[config.mk]
export PLATFORM = sky130hd
export DESIGN_NAME = uart_rd_responder
export DESIGN_NICKNAME = d
export VERILOG_FILES = /design/src/rtl/uart_rd_pkg.sv /design/src/rtl/urr_rx.sv /design/src/rtl/urr_tx.sv /design/src/rtl/urr_assembler.sv /design/src/rtl/urr_sequencer.sv /design/src/rtl/uart_rd_responder.sv
export SDC_FILE = /design/constraint.sdc
export NUM_CORES = 1
export LEC_CHECK = 0
export CORE_MARGIN = 3
export CORE_UTILIZATION = 50
export CTS_CLUSTER_DIAMETER = 60
export DETAILED_ROUTE_END_ITERATION = 12
export GPL_TIMING_DRIVEN = 0
export PLACE_DENSITY_LB_ADDON = 0.25
export SLEW_MARGIN = 20
export SYNTH_ARGS = -nofsm -noshare
export SYNTH_HDL_FRONTEND = slang
export SYNTH_HIERARCHICAL = 1
export SYNTH_SLANG_ARGS = --single-unit
[constraint.sdc]
create_clock -name clk -period 11.7 [get_ports clk]
set_input_delay 2.34 -clock clk [delete_from_list [all_inputs] [get_ports clk]]
set_output_delay 2.34 -clock clk [all_outputs]
set_load 0.03 [all_outputs]
[src/rtl/uart_rd_pkg.sv]
package uart_rd_pkg;

  localparam int          REQ_BYTES = 16;
  localparam logic [31:0] OP_READ   = 32'h0000_002C;

  typedef enum logic [2:0] {
    RX_IDLE, RX_START, RX_DATA, RX_STOP, RX_BREAK
  } rx_state_t;

  typedef enum logic [1:0] {
    SQ_IDLE, SQ_READ, SQ_LAUNCH, SQ_DRAIN
  } seq_state_t;

  // Extract little-endian word idx from a 16-byte request image (byte 0 in [7:0]).
  function automatic logic [31:0] le_word(input logic [127:0] img, input int idx);
    return img[idx*32 +: 32];
  endfunction

  // Number of bytes that may actually be sent for a request of cnt bytes at off.
  function automatic logic [31:0] clamp_count(input logic [31:0] off,
                                              input logic [31:0] cnt,
                                              input logic [32:0] limit);
    logic [32:0] room;
    if ({1'b0, off} >= limit) return '0;
    room = limit - {1'b0, off};
    if ({1'b0, cnt} > room) return room[31:0];
    return cnt;
  endfunction

endpackage

[src/rtl/urr_rx.sv]
module urr_rx
  import uart_rd_pkg::*;
(
  input  logic       clk,
  input  logic       rst_n,
  input  logic       os_tick,
  input  logic       rxd_s,
  output logic       byte_valid,
  output logic [7:0] byte_data,
  output logic       frame_err
);

  rx_state_t  state;
  logic [3:0] tcnt;
  logic [2:0] bidx;
  logic [7:0] shreg;

  assign byte_data = shreg;

  always_ff @(posedge clk or negedge rst_n) begin
    if (!rst_n) begin
      state      <= RX_IDLE;
      tcnt       <= '0;
      bidx       <= '0;
      shreg      <= '0;
      byte_valid <= 1'b0;
      frame_err  <= 1'b0;
    end else begin
      byte_valid <= 1'b0;
      frame_err  <= 1'b0;
      case (state)
        RX_IDLE: begin
          if (!rxd_s) begin
            state <= RX_START;
            tcnt  <= '0;
          end
        end
        RX_START: begin
          if (os_tick) begin
            if (tcnt == 4'd7) begin
              // mid start bit: high again means a glitch
              if (rxd_s) state <= RX_IDLE;
              else begin
                state <= RX_DATA;
                tcnt  <= '0;
                bidx  <= '0;
              end
            end else tcnt <= tcnt + 4'd1;
          end
        end
        RX_DATA: begin
          if (os_tick) begin
            if (tcnt == 4'd15) begin
              shreg <= {rxd_s, shreg[7:1]};
              tcnt  <= '0;
              if (bidx == 3'd7) state <= RX_STOP;
              else bidx <= bidx + 3'd1;
            end else tcnt <= tcnt + 4'd1;
          end
        end
        RX_STOP: begin
          if (os_tick) begin
            if (tcnt == 4'd15) begin
              tcnt <= '0;
              if (rxd_s) begin
                byte_valid <= 1'b1;
                state      <= RX_IDLE;
              end else begin
                frame_err <= 1'b1;
                state     <= RX_BREAK;
              end
            end else tcnt <= tcnt + 4'd1;
          end
        end
        RX_BREAK: begin
          if (rxd_s) state <= RX_IDLE;
        end
        default: state <= RX_IDLE;
      endcase
    end
  end

endmodule

[src/rtl/urr_tx.sv]
module urr_tx (
  input  logic       clk,
  input  logic       rst_n,
  input  logic       os_tick,
  input  logic       start,
  input  logic [7:0] data,
  output logic       txd,
  output logic       idle
);

  logic [9:0] shreg;
  logic [3:0] bits_left;
  logic [3:0] tcnt;
  logic       active;

  assign idle = !active;

  always_comb begin
    txd = active ? shreg[0] : 1'b1;
  end

  always_ff @(posedge clk or negedge rst_n) begin
    if (!rst_n) begin
      shreg     <= '1;
      bits_left <= '0;
      tcnt      <= '0;
      active    <= 1'b0;
    end else if (!active) begin
      if (start) begin
        shreg     <= {1'b1, data, 1'b0};
        bits_left <= 4'd10;
        tcnt      <= '0;
        active    <= 1'b1;
      end
    end else if (os_tick) begin
      if (tcnt == 4'd15) begin
        tcnt      <= '0;
        shreg     <= {1'b1, shreg[9:1]};
        bits_left <= bits_left - 4'd1;
        if (bits_left == 4'd1) active <= 1'b0;
      end else tcnt <= tcnt + 4'd1;
    end
  end

  AST_START_ONLY_IDLE: assert property (@(posedge clk) disable iff (!rst_n)
    start |-> idle);

endmodule

[src/rtl/urr_assembler.sv]
module urr_assembler
  import uart_rd_pkg::*;
#(
  parameter int GAP_BITS = 40
) (
  input  logic        clk,
  input  logic        rst_n,
  input  logic        os_tick,
  input  logic        byte_valid,
  input  logic [7:0]  byte_data,
  input  logic        frame_err,
  input  logic        busy,
  output logic        req_valid,
  output logic [31:0] req_off,
  output logic [31:0] req_cnt
);

  localparam int GAP_TICKS = GAP_BITS * 16;
  localparam int GW        = $clog2(GAP_TICKS + 1);

  logic [3:0]    idx;
  logic [119:0]  held;
  logic [GW-1:0] gap_cnt;
  logic [127:0]  full;
  logic          take;
  logic          gap_expire;

  assign full       = {byte_data, held};
  assign take       = byte_valid && !busy && !req_valid;
  assign gap_expire = (idx != 4'd0) && os_tick && (gap_cnt == GW'(GAP_TICKS - 1));

  always_ff @(posedge clk or negedge rst_n) begin
    if (!rst_n) begin
      idx       <= '0;
      held      <= '0;
      gap_cnt   <= '0;
      req_valid <= 1'b0;
      req_off   <= '0;
      req_cnt   <= '0;
    end else begin
      req_valid <= 1'b0;
      if (frame_err) begin
        idx     <= '0;
        gap_cnt <= '0;
      end else if (take) begin
        gap_cnt <= '0;
        if (idx == 4'(REQ_BYTES - 1)) begin
          idx <= '0;
          if (le_word(full, 0) == OP_READ) begin
            req_valid <= 1'b1;
            req_off   <= le_word(full, 2);
            req_cnt   <= le_word(full, 3);
          end
        end else begin
          held <= {byte_data, held[119:8]};
          idx  <= idx + 4'd1;
        end
      end else if (gap_expire) begin
        idx     <= '0;
        gap_cnt <= '0;
      end else if (idx != 4'd0 && os_tick) begin
        gap_cnt <= gap_cnt + GW'(1);
      end
    end
  end

  AST_FRAME_ERR_CLEARS: assert property (@(posedge clk) disable iff (!rst_n)
    frame_err |=> (idx == 4'd0));
  AST_GAP_CLEARS: assert property (@(posedge clk) disable iff (!rst_n)
    (gap_expire && !byte_valid) |=> (idx == 4'd0));
  AST_REQ_AFTER_BYTE: assert property (@(posedge clk) disable iff (!rst_n)
    req_valid |-> $past(byte_valid));

endmodule

[src/rtl/urr_sequencer.sv]
module urr_sequencer
  import uart_rd_pkg::*;
#(
  parameter int MEM_BYTES = 131072,
  parameter int ADDR_W    = 17
) (
  input  logic              clk,
  input  logic              rst_n,
  input  logic              req_valid,
  input  logic [31:0]       req_off,
  input  logic [31:0]       req_cnt,
  input  logic              tx_idle,
  input  logic [7:0]        mem_rd_data,
  output logic              mem_rd_en,
  output logic [ADDR_W-1:0] mem_addr,
  output logic              tx_start,
  output logic [7:0]        tx_data,
  output logic              busy
);

  seq_state_t        state;
  logic [ADDR_W-1:0] addr;
  logic [31:0]       remain;
  logic [31:0]       allowed;

  assign allowed   = clamp_count(req_off, req_cnt, 33'(MEM_BYTES));
  assign mem_addr  = addr;
  assign mem_rd_en = (state == SQ_READ) && (remain != 32'd0) && tx_idle;
  assign tx_start  = (state == SQ_LAUNCH);
  assign tx_data   = mem_rd_data;
  assign busy      = (state != SQ_IDLE);

  always_ff @(posedge clk or negedge rst_n) begin
    if (!rst_n) begin
      state  <= SQ_IDLE;
      addr   <= '0;
      remain <= '0;
    end else begin
      case (state)
        SQ_IDLE: begin
          if (req_valid) begin
            addr   <= req_off[ADDR_W-1:0];
            remain <= allowed;
            state  <= SQ_READ;
          end
        end
        SQ_READ: begin
          if (remain == 32'd0) state <= SQ_DRAIN;
          else if (tx_idle)    state <= SQ_LAUNCH;
        end
        SQ_LAUNCH: begin
          addr   <= addr + ADDR_W'(1);
          remain <= remain - 32'd1;
          state  <= SQ_READ;
        end
        SQ_DRAIN: begin
          if (tx_idle) state <= SQ_IDLE;
        end
        default: state <= SQ_IDLE;
      endcase
    end
  end

  AST_LAUNCH_FOLLOWS_READ: assert property (@(posedge clk) disable iff (!rst_n)
    tx_start |-> $past(mem_rd_en));

endmodule

[src/rtl/uart_rd_responder.sv]
module uart_rd_responder
  import uart_rd_pkg::*;
#(
  parameter int OS_DIV    = 651,
  parameter int MEM_BYTES = 131072,
  parameter int GAP_BITS  = 40,
  localparam int ADDR_W   = $clog2(MEM_BYTES)
) (
  input  logic              clk,
  input  logic              rst_n,
  input  logic              rxd,
  output logic              txd,
  output logic              mem_rd_en,
  output logic [ADDR_W-1:0] mem_addr,
  input  logic [7:0]        mem_rd_data,
  output logic              frame_err
);

  localparam int DIV_W = $clog2(OS_DIV + 1);

  logic [DIV_W-1:0] os_cnt;
  logic             os_tick;
  logic [1:0]       rx_sync;
  logic             rx_byte_valid;
  logic [7:0]       rx_byte;
  logic             req_valid;
  logic [31:0]      req_off;
  logic [31:0]      req_cnt;
  logic             seq_busy;
  logic             tx_start;
  logic [7:0]       tx_data;
  logic             tx_idle;

  always_ff @(posedge clk or negedge rst_n) begin
    if (!rst_n) begin
      os_cnt  <= '0;
      os_tick <= 1'b0;
      rx_sync <= 2'b11;
    end else begin
      rx_sync <= {rx_sync[0], rxd};
      os_tick <= (os_cnt == DIV_W'(OS_DIV - 1));
      if (os_cnt == DIV_W'(OS_DIV - 1)) os_cnt <= '0;
      else                              os_cnt <= os_cnt + DIV_W'(1);
    end
  end

  urr_rx u_rx (
    .clk        (clk),
    .rst_n      (rst_n),
    .os_tick    (os_tick),
    .rxd_s      (rx_sync[1]),
    .byte_valid (rx_byte_valid),
    .byte_data  (rx_byte),
    .frame_err  (frame_err)
  );

  urr_assembler #(.GAP_BITS(GAP_BITS)) u_asm (
    .clk        (clk),
    .rst_n      (rst_n),
    .os_tick    (os_tick),
    .byte_valid (rx_byte_valid),
    .byte_data  (rx_byte),
    .frame_err  (frame_err),
    .busy       (seq_busy),
    .req_valid  (req_valid),
    .req_off    (req_off),
    .req_cnt    (req_cnt)
  );

  urr_sequencer #(.MEM_BYTES(MEM_BYTES), .ADDR_W(ADDR_W)) u_seq (
    .clk         (clk),
    .rst_n       (rst_n),
    .req_valid   (req_valid),
    .req_off     (req_off),
    .req_cnt     (req_cnt),
    .tx_idle     (tx_idle),
    .mem_rd_data (mem_rd_data),
    .mem_rd_en   (mem_rd_en),
    .mem_addr    (mem_addr),
    .tx_start    (tx_start),
    .tx_data     (tx_data),
    .busy        (seq_busy)
  );

  urr_tx u_tx (
    .clk     (clk),
    .rst_n   (rst_n),
    .os_tick (os_tick),
    .start   (tx_start),
    .data    (tx_data),
    .txd     (txd),
    .idle    (tx_idle)
  );

  AST_REQ_ONLY_WHEN_IDLE: assert property (@(posedge clk) disable iff (!rst_n)
    req_valid |-> !seq_busy);
  AST_READ_ONLY_WHEN_TX_FREE: assert property (@(posedge clk) disable iff (!rst_n)
    mem_rd_en |=> tx_start);

endmodule

== After elaboration in Yosys (flattened, before gate mapping) ==
Cells that the tools add are included.

* Register bits after elaboration: 302
* Input bits: 11
* Output and inout bits: 20
* Word-level logic and storage cells: 181

* $add $sub $neg: 10
* Magnitude comparators: 2
* Eq/ne operators: 33
* Mux-type cells: 80
* Bitwise gates (word level): 2
* Reductions and logical operators: 32

{| class="wikitable"
|+ Operator list
! cell !! count
|-
| 32-bit two-way mux || 5
|-
| 10-bit two-way mux || 9
|-
| 4-bit two-way mux || 17
|-
| 32-bit case mux with 2 select lines || 1
|-
| 3-bit two-way mux || 16
|-
| 17-bit case mux with 2 select lines || 1
|-
| 32-bit by 33-bit > comparator with 1-bit output || 1
|-
| 18-bit by 32-bit subtractor with 33-bit output (first input constant) || 1
|-
| 32-bit by 6-bit == test with 1-bit output (second input constant) || 1
|-
| 32-bit by 18-bit greater-or-equal comparator with 1-bit output (second input constant) || 1
|-
| 32-bit zero test || 1
|-
| 32-bit nonzero test || 1
|-
| 32-bit by 1-bit subtractor with 32-bit output (second input constant) || 1
|-
| 2-bit inequality test (second input constant) || 11
|-
| 1-bit two-way mux || 21
|-
| 10-bit by 1-bit adder with 10-bit output (second input constant) || 2
|-
| 10-bit == test (second input constant) || 2
|-
| 17-bit by 1-bit adder with 17-bit output (second input constant) || 1
|-
| 17-bit two-way mux || 1
|-
| 3-bit case mux with 5 select lines || 1
|-
| 3-bit AND reduction || 5
|-
| 4-bit by 1-bit adder with 4-bit output (second input constant) || 3
|-
| 4-bit == test (second input constant) || 3
|-
| 4-bit case mux with 3 select lines || 1
|-
| 27 further kinds || 52
|}

== Logic depth before layout (Yosys ltp) ==
* Depth in word-level cells: 8
* Mapped depth: 19

== Hierarchy ==
Netlist, hierarchy kept.

{| class="wikitable"
|+ By module, submodules not included
! module !! times used !! cells an instance !! area each (um^2)
|-
| urr_assembler || 1 || 482 || 7663.6
|-
| urr_sequencer || 1 || 643 || 5016.1
|-
| urr_rx || 1 || 94 || 1032.2
|-
| urr_tx || 1 || 90 || 999.7
|-
| uart_rd_responder || 1 || 49 || 590.6
|}

== Worst setup path before layout ==
No wires, ideal clock.

* Kind: register to output
* Start: register u_seq.remain[15]
* End: output port mem_rd_en
* Arrival time: 2.238 ns
* Setup slack: 7.122 ns
* Cell stages (with the launch flop): 6
* Buffers on the path: 1
* Path through: dfrtp_1 -> or4_1 -> buf_2 -> or4_4 -> nor4_1 -> nor3_1

* Longest elaborated chain between the ends: 3

{| class="wikitable"
|+ RTL lines
! what !! RTL line !! source
|-
| from (decl) || urr_sequencer.sv:23 || <nowiki>logic [31:0] remain;</nowiki>
|-
| from (signal assigned) || urr_sequencer.sv:43 || <nowiki>remain <= allowed;</nowiki>
|-
| from (signal assigned) || urr_sequencer.sv:53 || <nowiki>remain <= remain - 32'd1;</nowiki>
|-
| 32-bit nonzero test || urr_sequencer.sv:28 || <nowiki>assign mem_rd_en = (state == SQ_READ) && (remain != 32'd0) && tx_idle;</nowiki>
|-
| 1-bit logical AND (2 in a row) || urr_sequencer.sv:28 ||
|-
| to (decl) || uart_rd_responder.sv:13 || <nowiki>output logic mem_rd_en,</nowiki>
|}

Every way passes these cells.

== Worst setup path in the final report ==
Same ends and word-level chain as after synthesis.

==> reports/summary.txt <==
Critical Path AT -> 3.77 ns
die width -> 180.9 um
leading post-synthesis cells by cell area -> dfrtp_1 47%, mux2_2 14%, ha_1 3.8%
core area -> 29870 um^2
CTS Sinks -> 301
Final Util -> 57.92%
VDD IR-drop max -> 0.07824 mV
number of CTS-inserted buffers -> 35
Mapped Area -> 15300 um^2
async set-reset flop share out of synthesis -> 100.0%
synth warn -> 6
Post-synth EDFFs -> 0
RSZ-0062 raised after global routing -> false
initial antenna violation count -> 0
Post-Syn Nets -> 1416
synthesis-stage register bit count -> 301
post-detail-place hpwl -> 26.05 mm
clock-pin slew on the worst setup and hold paths -> 0.06 ns
Area growth syn-to-layout -> 13.07%
CTS tree -> done
DRC -> 0
cts hold-fix bufs -> 0
Worst Hold Class -> reg2reg
largest net degree at the start of global routing -> 101
clk buf depth -> 3
die height -> 180.9 um
Critical Path End -> mem_rd_en
Seq/Total Area, Yosys -> 49.31%
CP Max Fanout -> 7
Setup Viol. Count Final -> 0
Mean Syn Cell Area -> 11.27 um^2
top cell type's share of synthesized area -> 47.42%
final WL -> 36.64 mm
CTS root buf -> clkbuf_16
cell taking the most area after synthesis -> dfrtp_1
element type at the critical path end -> output port
placer congestion estimate -> 0.9100
r2r endpoint -> u_seq/remain[25]
die area -> 32740 um^2
DR vias/cell -> 6.117
top-count cell post-synth -> dfrtp_1
crit path kind -> reg2out
initial drt markers -> 1039
Initial Utilization -> 51.22%
total congestion overflow -> 0
fin crit share -> 52.23%
Fin Setup TNS -> 0 ns
first-pass GRT wire length -> 60.04 mm
PwrDens -> 126.1 nW/um^2
DR WL/cell -> 19.96 um
Hold Path Stages -> 0
GRT Util Overall -> 22.28%
slew margin rel. -> 36.99%
H-Tree Depth -> 2
FF-to-FF path depth -> 16
min setup slack post-route -> 5.589 ns
highest clock rate -> 163.6 MHz
post-cts sizing count -> 0
startpoint types -> flop
share of layout cells above drive strength 1 -> 23.58%
worst slew pin tran -> 0.9411 ns
reg2reg start -> u_asm/req_off[6]
outcome -> finished clean
post-CTS setup repair buffer count -> 0
vias in the first global route -> 11020
Fillers -> 2495
synth cell count leaders -> 290 x dfrtp_1, 188 x mux2_2, 92 x nor2_1
post-route minimum period -> 6.111 ns
Final ANT Viol Nets -> 0
LEAKAGE -> 8.191 nW
PnR Total Power -> 2.182 mW
I/O pin total -> 31
count of pins over their slew limit -> 0
routed via count -> 11230
Clock Skew -> 0.02603 ns
pre-CTS WS -> 6.117 ns
Main synth FF type -> dfrtp_1
number of diodes -> 0
first-pass detailed-route iteration total -> 5
max cap viols -> 0
Nets -> 1478
Skew-Pair Late Insertion Delay -> 0.53 ns
Yosys cell types -> 94
Area after DPL -> 16100 um^2
Std-Cell Rows -> 63
design area -> 17300 um^2
CP Data Required Time -> 9.36 ns
Final Hold Viols -> 0
Mapped Cells -> 1358
crit path from -> u_seq/remain[15]
Port Buffers -> 22
r2r setup slk -> 6.19 ns
==> cells by family after synthesis <==
kind of cell | count (synthesis) | synth area share, %
XOR/XNOR | 36 | 2.060
buffers and inverters | 106 | 3.491
flip-flops | 301 | 49.31
multiplexers | 204 | 14.92
adder cells (fa/ha/maj) | 47 | 3.843
AND/OR/NAND/NOR | 374 | 13.71
AO/OA/AOI/OAI | 290 | 12.66
==> worst max-delay path, cell delays in order, from the launching register on <==
cell and delay (ns):
dfrtp_1 0.44, or4_1 0.53, buf_2 0.18, or4_4 0.54
nor4_1 0.81, nor3_1 0.09, clkdlybuf4s50_1 0.66
==> placed cells by master (no fill, tap or decap), types with 7 or more instances in the layout <==
| cell type | instances |
|---|---|
| o21ai_0 | 52 |
| a31oi_1 | 27 |
| nor4_1 | 18 |
| xor2_1 | 19 |
| xnor2_1 | 17 |
| buf_6 | 8 |
| o22ai_1 | 8 |
| and4_1 | 8 |
| nor2_1 | 92 |
| clkbuf_1 | 45 |
| a211oi_1 | 20 |
| clkbuf_16 | 36 |
| dfstp_2 | 11 |
| clkdlybuf4s50_1 | 21 |
| nand2b_1 | 9 |
| clkbuf_8 | 11 |
| ha_1 | 47 |
| a311oi_1 | 9 |
| mux2_2 | 188 |
| nand3_1 | 39 |
| nand4_1 | 28 |
| a21oi_1 | 85 |
| a2111oi_0 | 7 |
| o211ai_1 | 8 |
| or4_1 | 8 |
| nand2_1 | 72 |
| and3_1 | 9 |
| buf_4 | 14 |
| or3_1 | 10 |
| inv_1 | 29 |
| mux2i_1 | 11 |
| dfrtp_1 | 290 |
| buf_2 | 10 |
| nor3_1 | 29 |
==> where the power goes <==
part	internal (mW)	switching, mW	leakage (nW)	total [mW]
clock network	0.680	0.432	0.595	1.11
registers	1.04	0.000596	4.15	1.04
logic	0.00577	0.0212	3.45	0.0269
==> layout make-up <==
| cell class | count | area (um^2) | area share (%) |
|---|---|---|---|
| clock inverters | 12 | 131.4 | 0.7593 |
| flip-flops and latches | 301 | 7546 | 43.61 |
| inverters | 30 | 112.6 | 0.6508 |
| multi-input cells | 951 | 7228 | 41.77 |
| well taps | 390 | 488.0 | 2.820 |
| clock buffers | 51 | 1067 | 6.168 |
| plain buffers | 76 | 421.7 | 2.437 |
| repair buffers | 25 | 307.8 | 1.779 |
==> layer usage <==
layer  up-vias  wire [um]  part of all wire (%)  track usage (%)
met4         0        853                   2.3            6.124
met3        68       2321                   6.3            4.047
met5         -          0                     0                0
met1      5610      16880                    46            32.68
met2       365      16580                    45            34.29
li1       5188          -                     -                -
==> worst min path at each step <==
stage	startpoint	endpoint	slack, ns
after CTS	rx_sync[0]	rx_sync[1]	0.36
after global routing	rx_sync[0]	rx_sync[1]	0.36
final	rx_sync[0]	rx_sync[1]	0.36
after global placement	rx_sync[0]	rx_sync[1]	0.35
after floorplan	rx_sync[0]	rx_sync[1]	0.35
after detailed placement	rx_sync[0]	rx_sync[1]	0.35
==> per-stage QoR <==
step	hold WS (ns)	std cells
floorplan	0.3452	1358
global placement	0.3458	1770
detailed placement	0.3469	1773
CTS	0.3551	1836
global route	0.3589	1836
finish	0.3555	1836
==> registers in the layout, indices dropped and copies added, names as in the netlist, 3 cells and up <==
signal	cells
u_asm/gap_cnt	10
u_tx/tcnt	4
u_rx/state	3
u_rx/byte_data	8
u_asm/req_off	32
u_rx/bidx	3
u_seq/remain	32
u_asm/req_cnt	32
u_asm/idx	4
u_seq/mem_addr	17
u_tx/shreg	9
os_cnt	10
u_tx/bits_left	4
u_asm/held	120
u_rx/tcnt	4
No activity file was read; power rests on OpenSTA's default activity.
